--- config.mk ---
export PLATFORM = sky130hd
export DESIGN_NAME = dual_prio_resolver
export DESIGN_NICKNAME = d
export VERILOG_FILES = /design/src/rtl/prio_res_pkg.sv /design/src/rtl/prio_res_elig.sv /design/src/rtl/prio_res_tree.sv /design/src/rtl/prio_res_chan.sv /design/src/rtl/dual_prio_resolver.sv
export SDC_FILE = /design/constraint.sdc
export NUM_CORES = 2
export LEC_CHECK = 0
export BUFFER_PORTS_ARGS = -buffer_cell sky130_fd_sc_hd__buf_2
export CAP_MARGIN = 10
export CORE_MARGIN = 3
export CORE_UTILIZATION = 25
export DETAILED_ROUTE_END_ITERATION = 6
export GPL_ROUTABILITY_DRIVEN = 0
export HOLD_SLACK_MARGIN = 0.05
export PLACE_DENSITY = 0.4
export SKIP_LAST_GASP = 1
export SYNTH_ARGS = -nofsm -noshare
export SYNTH_HDL_FRONTEND = slang
export SYNTH_HIERARCHICAL = 1
export SYNTH_SLANG_ARGS = --single-unit
--- constraint.sdc ---
create_clock -name clk_i -period 1.5 [get_ports clk_i]
set_input_delay 0.3 -clock clk_i [delete_from_list [all_inputs] [get_ports clk_i]]
set_output_delay 0.3 -clock clk_i [all_outputs]
set_load 0.05 [all_outputs]
--- src/rtl/prio_res_pkg.sv ---
`timescale 1ns/1ps
package prio_res_pkg;
   // Largest number of banks the port vectors are sized for.
   localparam int MAX_BANKS = 3;
   // Number of request channels.
   localparam int NUM_CH = 2;

   typedef enum logic {
      CH_IRQ = 1'b0,
      CH_FIQ = 1'b1
   } chan_e;
endpackage

--- src/rtl/prio_res_elig.sv ---
`timescale 1ns/1ps
module prio_res_elig
   import prio_res_pkg::*;
#(
   parameter int    N  = 96,
   parameter chan_e CH = CH_IRQ
) (
   input  logic [N-1:0] pend_i,
   input  logic [N-1:0] mask_i,
   input  logic [N-1:0] steer_i,
   output logic [N-1:0] elig_o
);
   // The channel parameter picks which steering polarity is accepted.
   if (CH == CH_FIQ) begin : g_fast
      assign elig_o = pend_i & ~mask_i & steer_i;
   end else begin : g_norm
      assign elig_o = pend_i & ~mask_i & ~steer_i;
   end
endmodule

--- src/rtl/prio_res_tree.sv ---
`timescale 1ns/1ps
module prio_res_tree #(
   parameter int N  = 96,
   parameter int PW = 6,
   parameter int IW = $clog2(N)
) (
   input  logic [N-1:0]    elig_i,
   input  logic [N*PW-1:0] prio_i,
   output logic            any_o,
   output logic [IW-1:0]   idx_o
);
   // The tree is padded to a power of two. Leaves sit at NP-1..2*NP-2 in heap order,
   // so the left child always covers lower line numbers than the right child.
   localparam int NP    = 1 << IW;
   localparam int NODES = 2 * NP - 1;

   if (NP < N) begin : g_bad_width
      $error("prio_res_tree: IW too small for N");
   end

   logic          nv   [NODES];
   logic [PW-1:0] npri [NODES];
   logic [IW-1:0] nidx [NODES];

   for (genvar i = 0; i < NP; i++) begin : g_leaf
      if (i < N) begin : g_real
         assign nv[NP-1+i]   = elig_i[i];
         assign npri[NP-1+i] = prio_i[i*PW +: PW];
      end else begin : g_pad
         assign nv[NP-1+i]   = 1'b0;
         assign npri[NP-1+i] = '0;
      end
      assign nidx[NP-1+i] = IW'(i);
   end

   // Right child wins on a priority tie, which gives the larger line number.
   for (genvar k = 0; k < NP - 1; k++) begin : g_node
      logic take_r;
      assign take_r  = nv[2*k+2] && (!nv[2*k+1] || (npri[2*k+2] <= npri[2*k+1]));
      assign nv[k]   = nv[2*k+1] | nv[2*k+2];
      assign npri[k] = take_r ? npri[2*k+2] : npri[2*k+1];
      assign nidx[k] = take_r ? nidx[2*k+2] : nidx[2*k+1];
   end

   assign any_o = nv[0];
   assign idx_o = nv[0] ? nidx[0] : '0;
endmodule

--- src/rtl/prio_res_chan.sv ---
`timescale 1ns/1ps
module prio_res_chan #(
   parameter int IDX_W  = 7,
   parameter int LINE_W = 7
) (
   input  logic              clk_i,
   input  logic              rst_ni,
   input  logic              trig_i,
   input  logic              rearm_i,
   input  logic              any_i,
   input  logic [IDX_W-1:0]  idx_i,
   input  logic              gmask_i,
   output logic              out_o,
   output logic [LINE_W-1:0] line_o
);
   // Stage one captures the resolved winner, stage two commits it.
   logic             s1_trig;
   logic             s1_any;
   logic             s1_gm;
   logic [IDX_W-1:0] s1_idx;
   logic             armed;
   logic             commit;

   assign commit = s1_trig && armed && s1_any && !s1_gm;

   always_ff @(posedge clk_i or negedge rst_ni) begin
      if (!rst_ni) begin
         s1_trig <= 1'b0;
         s1_any  <= 1'b0;
         s1_gm   <= 1'b0;
         s1_idx  <= '0;
      end else begin
         s1_trig <= trig_i;
         s1_any  <= any_i;
         s1_gm   <= gmask_i;
         s1_idx  <= idx_i;
      end
   end

   always_ff @(posedge clk_i or negedge rst_ni) begin
      if (!rst_ni) begin
         armed  <= 1'b1;
         out_o  <= 1'b0;
         line_o <= '0;
      end else if (rearm_i) begin
         armed  <= 1'b1;
         out_o  <= 1'b0;
      end else if (commit) begin
         armed  <= 1'b0;
         out_o  <= 1'b1;
         line_o <= LINE_W'(s1_idx);
      end
   end
endmodule

--- src/rtl/dual_prio_resolver.sv ---
`timescale 1ns/1ps
module dual_prio_resolver
   import prio_res_pkg::*;
#(
   parameter int NUM_BANKS  = 3,
   parameter int BANK_LINES = 32,
   parameter int PRIO_W     = 6,
   localparam int PL        = MAX_BANKS * BANK_LINES,
   localparam int LINE_W    = $clog2(PL)
) (
   input  logic                 clk_i,
   input  logic                 rst_ni,
   input  logic [PL-1:0]        pend_i,
   input  logic [PL-1:0]        mask_i,
   input  logic [PL-1:0]        steer_i,
   input  logic [PL*PRIO_W-1:0] prio_i,
   input  logic                 gmask_i,
   input  logic                 eval_i,
   input  logic                 rearm_irq_i,
   input  logic                 rearm_fiq_i,
   output logic                 irq_o,
   output logic                 fiq_o,
   output logic [LINE_W-1:0]    irq_line_o,
   output logic [LINE_W-1:0]    fiq_line_o
);
   localparam int NL    = NUM_BANKS * BANK_LINES;
   localparam int IDX_W = $clog2(NL);

   if (NUM_BANKS < 1 || NUM_BANKS > MAX_BANKS) begin : g_bad_banks
      $error("dual_prio_resolver: NUM_BANKS must be 1..3");
   end
   if (BANK_LINES < 2) begin : g_bad_lines
      $error("dual_prio_resolver: BANK_LINES must be at least 2");
   end
   if (PRIO_W < 1 || PRIO_W > 8) begin : g_bad_prio
      $error("dual_prio_resolver: PRIO_W must be 1..8");
   end

   logic [NUM_CH-1:0] rearm_v;
   logic [NUM_CH-1:0] out_v;
   logic [LINE_W-1:0] line_v [NUM_CH];

   assign rearm_v = {rearm_fiq_i, rearm_irq_i};

   // Only the active banks feed the trees, so upper banks never compete.
   for (genvar c = 0; c < NUM_CH; c++) begin : g_ch
      logic [NL-1:0]    elig;
      logic             any;
      logic [IDX_W-1:0] idx;

      prio_res_elig #(
         .N  (NL),
         .CH (chan_e'(c))
      ) u_elig (
         .pend_i  (pend_i[NL-1:0]),
         .mask_i  (mask_i[NL-1:0]),
         .steer_i (steer_i[NL-1:0]),
         .elig_o  (elig)
      );

      prio_res_tree #(
         .N  (NL),
         .PW (PRIO_W),
         .IW (IDX_W)
      ) u_tree (
         .elig_i (elig),
         .prio_i (prio_i[NL*PRIO_W-1:0]),
         .any_o  (any),
         .idx_o  (idx)
      );

      prio_res_chan #(
         .IDX_W  (IDX_W),
         .LINE_W (LINE_W)
      ) u_chan (
         .clk_i   (clk_i),
         .rst_ni  (rst_ni),
         .trig_i  (eval_i | rearm_v[c]),
         .rearm_i (rearm_v[c]),
         .any_i   (any),
         .idx_i   (idx),
         .gmask_i (gmask_i),
         .out_o   (out_v[c]),
         .line_o  (line_v[c])
      );
   end

   assign irq_o      = out_v[CH_IRQ];
   assign fiq_o      = out_v[CH_FIQ];
   assign irq_line_o = line_v[CH_IRQ];
   assign fiq_line_o = line_v[CH_FIQ];
endmodule

==> reports/qor.csv <==
stage,metric,value,unit
sta,timing.final.ws_setup,-10.22,ns
global_route,grt_pass1_vias,63400,
critical_path,cp-start-kind,primary input,
logic_synthesis,ys_types,117,
logic_synthesis,synth_area_per_cell,7.30,µm²
clock_tree,cts_tree,built,
clock_tree,clock_sinks,38,
logic_synthesis,synth_top_area_share,27.7,%
die,start_util,25.3,%
routing,ant_nets,0,
logic_synthesis,netlist_area,0.0484,mm²
sta,rsz0062_at_grt,yes,
clock_tree,cts_buffers,5,
routing,vias,63100,
final_layout,area_growth,73.5,%
die,die_h,446,µm
final_layout,fin_util,43.9,%
sta,period_share,782,%
logic_synthesis,synth_warnings,6,
logic_synthesis,synth_area_leader_cell,ha_1,
logic_synthesis,ys.flop_type,dfrtp_1,
logic_synthesis,ys_top_cells_by_area,"ha_1 28%, mux2i_1 11%, inv_1 7.6%",
clock_tree,clockBufferDepth,2,
global_route,antenna_found_initial,52,
routing,drt_wl_total,237,mm
clock_tree,cts_root_buf,clkbuf_16,
logic_synthesis,ys_seq_area_share,1.97,%
power_and_ir_drop,p_clk_share,1.8,%
global_route,grt_max_degree,39,
logic_synthesis,synth-edff-count,0,
routing,drtPass1Iterations,5,
routing,drc,0,
critical_path,crit_slowest_cell,a221o_1,
sta,slew_violations,0,
status,status,"complete, but fails checks",
global_route,grt.overflow.total,0,
placement,hpwl,213,mm
power_and_ir_drop,p_seq_share,2.3,%
die,core,0.191,mm²
critical_path,endpoint_kind,register,
critical_path,path_max_fanout,5,
sta,clock_skew,0.00740,ns
power_and_ir_drop,p_comb_share,95.8,%
critical_path,cpLargestDelayFamily,buffers and inverters,
routing,drt-vias-per-instance,4.78,
routing,drt_iter0_markers,2544,
final_layout,drive_gt1_share,46.7,%
critical_path,worstPathArrival,11.89,ns
clock_tree,clkLatencyLatePin,0.29,ns
global_route,grt_pass1_wl,355,mm
critical_path,cp.required,1.67,ns
clock_tree,h-tree-depth,2,
power_and_ir_drop,p_total,76.5,mW
die,rows,160,
power_and_ir_drop,p_switching,35.2,mW
die,pin_count,886,
die,die_x,446,µm
logic_synthesis,syn_nets,8568,
placement,port_buffers,885,
routing,wl_per_cell,17.9,µm
critical_path,path_common_cell,buf_4,
critical_path,crit_path_max_incr_delay,0.36,ns
sta,max_freq,0.0853,GHz
sta,fin_crit,11.72,ns
global_route,grtUsageTotal,22.4,%
worst_hold_path,hp-class,primary input to register,
logic_synthesis,async_reset_ff_share,100,%
power_and_ir_drop,power.density,911,mW/mm²
sta,relSlewSlack,52.2,%
placement,pre_cts_ws,-10.71,ns
flow_run,cap_violations,0,
placement,dp.cells,12900,
power_and_ir_drop,leakage,45.0,nW
final_layout,final_nets,12600,
final_layout,finalNonFillerCells,13200,
logic_synthesis,netlist_instances,6626,
sta,setup_viol,16,
critical_path,cp.buffers_inverters,55,
sta,tightest_slew,0.717,ns
power_and_ir_drop,internal_power,41.3,mW
power_and_ir_drop,swShare,46.0,%
sta,hold_viol_final,0,
sta,finalSetupTns,-141.50,ns
status,violations,setup timing,
clock_tree,path_clk_slew,0.07,ns
die,dieArea,0.199,mm²
critical_path,critPathKind,primary input to register,
logic_synthesis,ys_seq_elements,38,
power_and_ir_drop,vdd_drop_max,2.62,mV
kinds of logic after synthesis:
group                    count (synthesis)  share of synthesized area, %
AO/OA/AOI/OAI                         1855                          25.1
XOR/XNOR                                47                         0.851
adder cells (fa/ha/maj)               1087                          28.0
buffers and inverters                 1125                          8.83
flip-flops                              38                          1.97
multiplexers                           659                          14.1
AND/OR/NAND/NOR                       1815                          21.1
flip-flops by register name, summed over array words and instances, names as in the netlist:
register             flops
g_ch.u_chan/line_o      14
g_ch.u_chan/s1_idx      14
g_ch.u_chan/armed        2
g_ch.u_chan/out_o        2
g_ch.u_chan/s1_any       2
g_ch.u_chan/s1_gm        2
g_ch.u_chan/s1_trig      2
layout by cell type, fill, tap and decap left out, types with 155 or more instances in the layout:
cell,instances
buf_4,3210
ha_1,1006
inv_1,959
buf_2,874
nand2_1,472
mux2i_1,454
o21ai_0,437
a21oi_1,296
nor2_1,280
o21a_1,200
nor2b_1,180
a21o_1,155
timing repair:
action,in CTS,in global routing
hold endpoints to repair,36,0
hold buffers,1,0
buffers inserted,175,93
endpoints found under the setup margin,16,16
gates cloned,1,0
pin swaps,135,222
gates resized for setup,257,432
final timing paths:
path / cells after the start / from / endpoint / slack [ns]
max reg2reg: 3 / g_ch[0].u_chan/armed / g_ch[0].u_chan/line_o[1] / 0.12
max: 77 / prio_i[337] / g_ch[1].u_chan/s1_idx[1] / -10.22
min in group asynchronous: 3 / rst_ni / g_ch[1].u_chan/s1_trig / 0.53
min reg2reg: 1 / g_ch[0].u_chan/s1_idx[5] / g_ch[0].u_chan/line_o[5] / 0.47
min: 1 / gmask_i / g_ch[1].u_chan/s1_gm / 0.13
max in group asynchronous: 3 / rst_ni / g_ch[0].u_chan/armed / 0.70
routing by layer:
layer | vias to the layer above | track usage, % | wire length [µm] | share of wire [%]
li1 | 32300 | - | - | -
met3 | 273 | 1.26 | 6570 | 2.8
met4 | 22 | 7.20 | 8880 | 3.8
met1 | 29400 | 27.5 | 103000 | 44
met2 | 1107 | 41.3 | 118000 | 50
met5 | - | 0 | 139 | 0.059
worst reg2reg max path: stages, from the launching register on:
cell      delay, ns
dfstp_2        0.55
nand4b_4       0.13
nor2_8         0.24
mux2_4         0.34
synthesized netlist by cell type (all sizes together), types with 11 or more instances:
cell type	instances
or4	13
dfrtp	36
and3b	100
buf	16
xor2	17
o31ai	18
nor3b	96
a211o	17
ha	1072
a211oi	67
nor3	35
a221o	52
a21o	155
and2	25
clkbuf	119
o211ai	38
o22ai	55
maj3	15
a31oi	86
xnor2	30
or2	20
or3	15
mux2	128
o21ai	565
nor4	37
nor2	311
a221oi	16
nor2b	198
nand3	153
a21oi	377
and4	25
and3	66
o31a	20
o311ai	11
inv	985
nand2	488
o221ai	20
nand2b	101
o21a	210
o2111ai	11
a311oi	17
nand4	112
mux2i	531
power by group through the flow:
stage	registers, mW	clock network [mW]	logic, mW
floorplan	2.44	0	29.1
global placement	1.80	0	57.8
detailed placement	1.79	0	58.6
CTS	1.78	1.43	65.7
global route	1.82	1.47	79.6
finish	1.78	1.40	73.3
stage by stage:
step / hold slack (ns) / area (µm²)
after detailed placement: 0.301 / 79000
after global placement: 0.300 / 79000
after global routing: 0.128 / 84000
after floorplan: 0.00441 / 49300
after CTS: 0.130 / 81500
final: 0.133 / 84000
cell type report:
cell class	instances	area, µm²
tap	2511	3140
clock inverter	3	68.8
sequential	38	953
fill	19600	107000
antenna	30	75.1
clock buffer	5	125
multi-input combinational	5463	46400
inverter	990	3750
timing repair buffer	4164	29400
No activity file was read; power rests on OpenSTA's default activity.
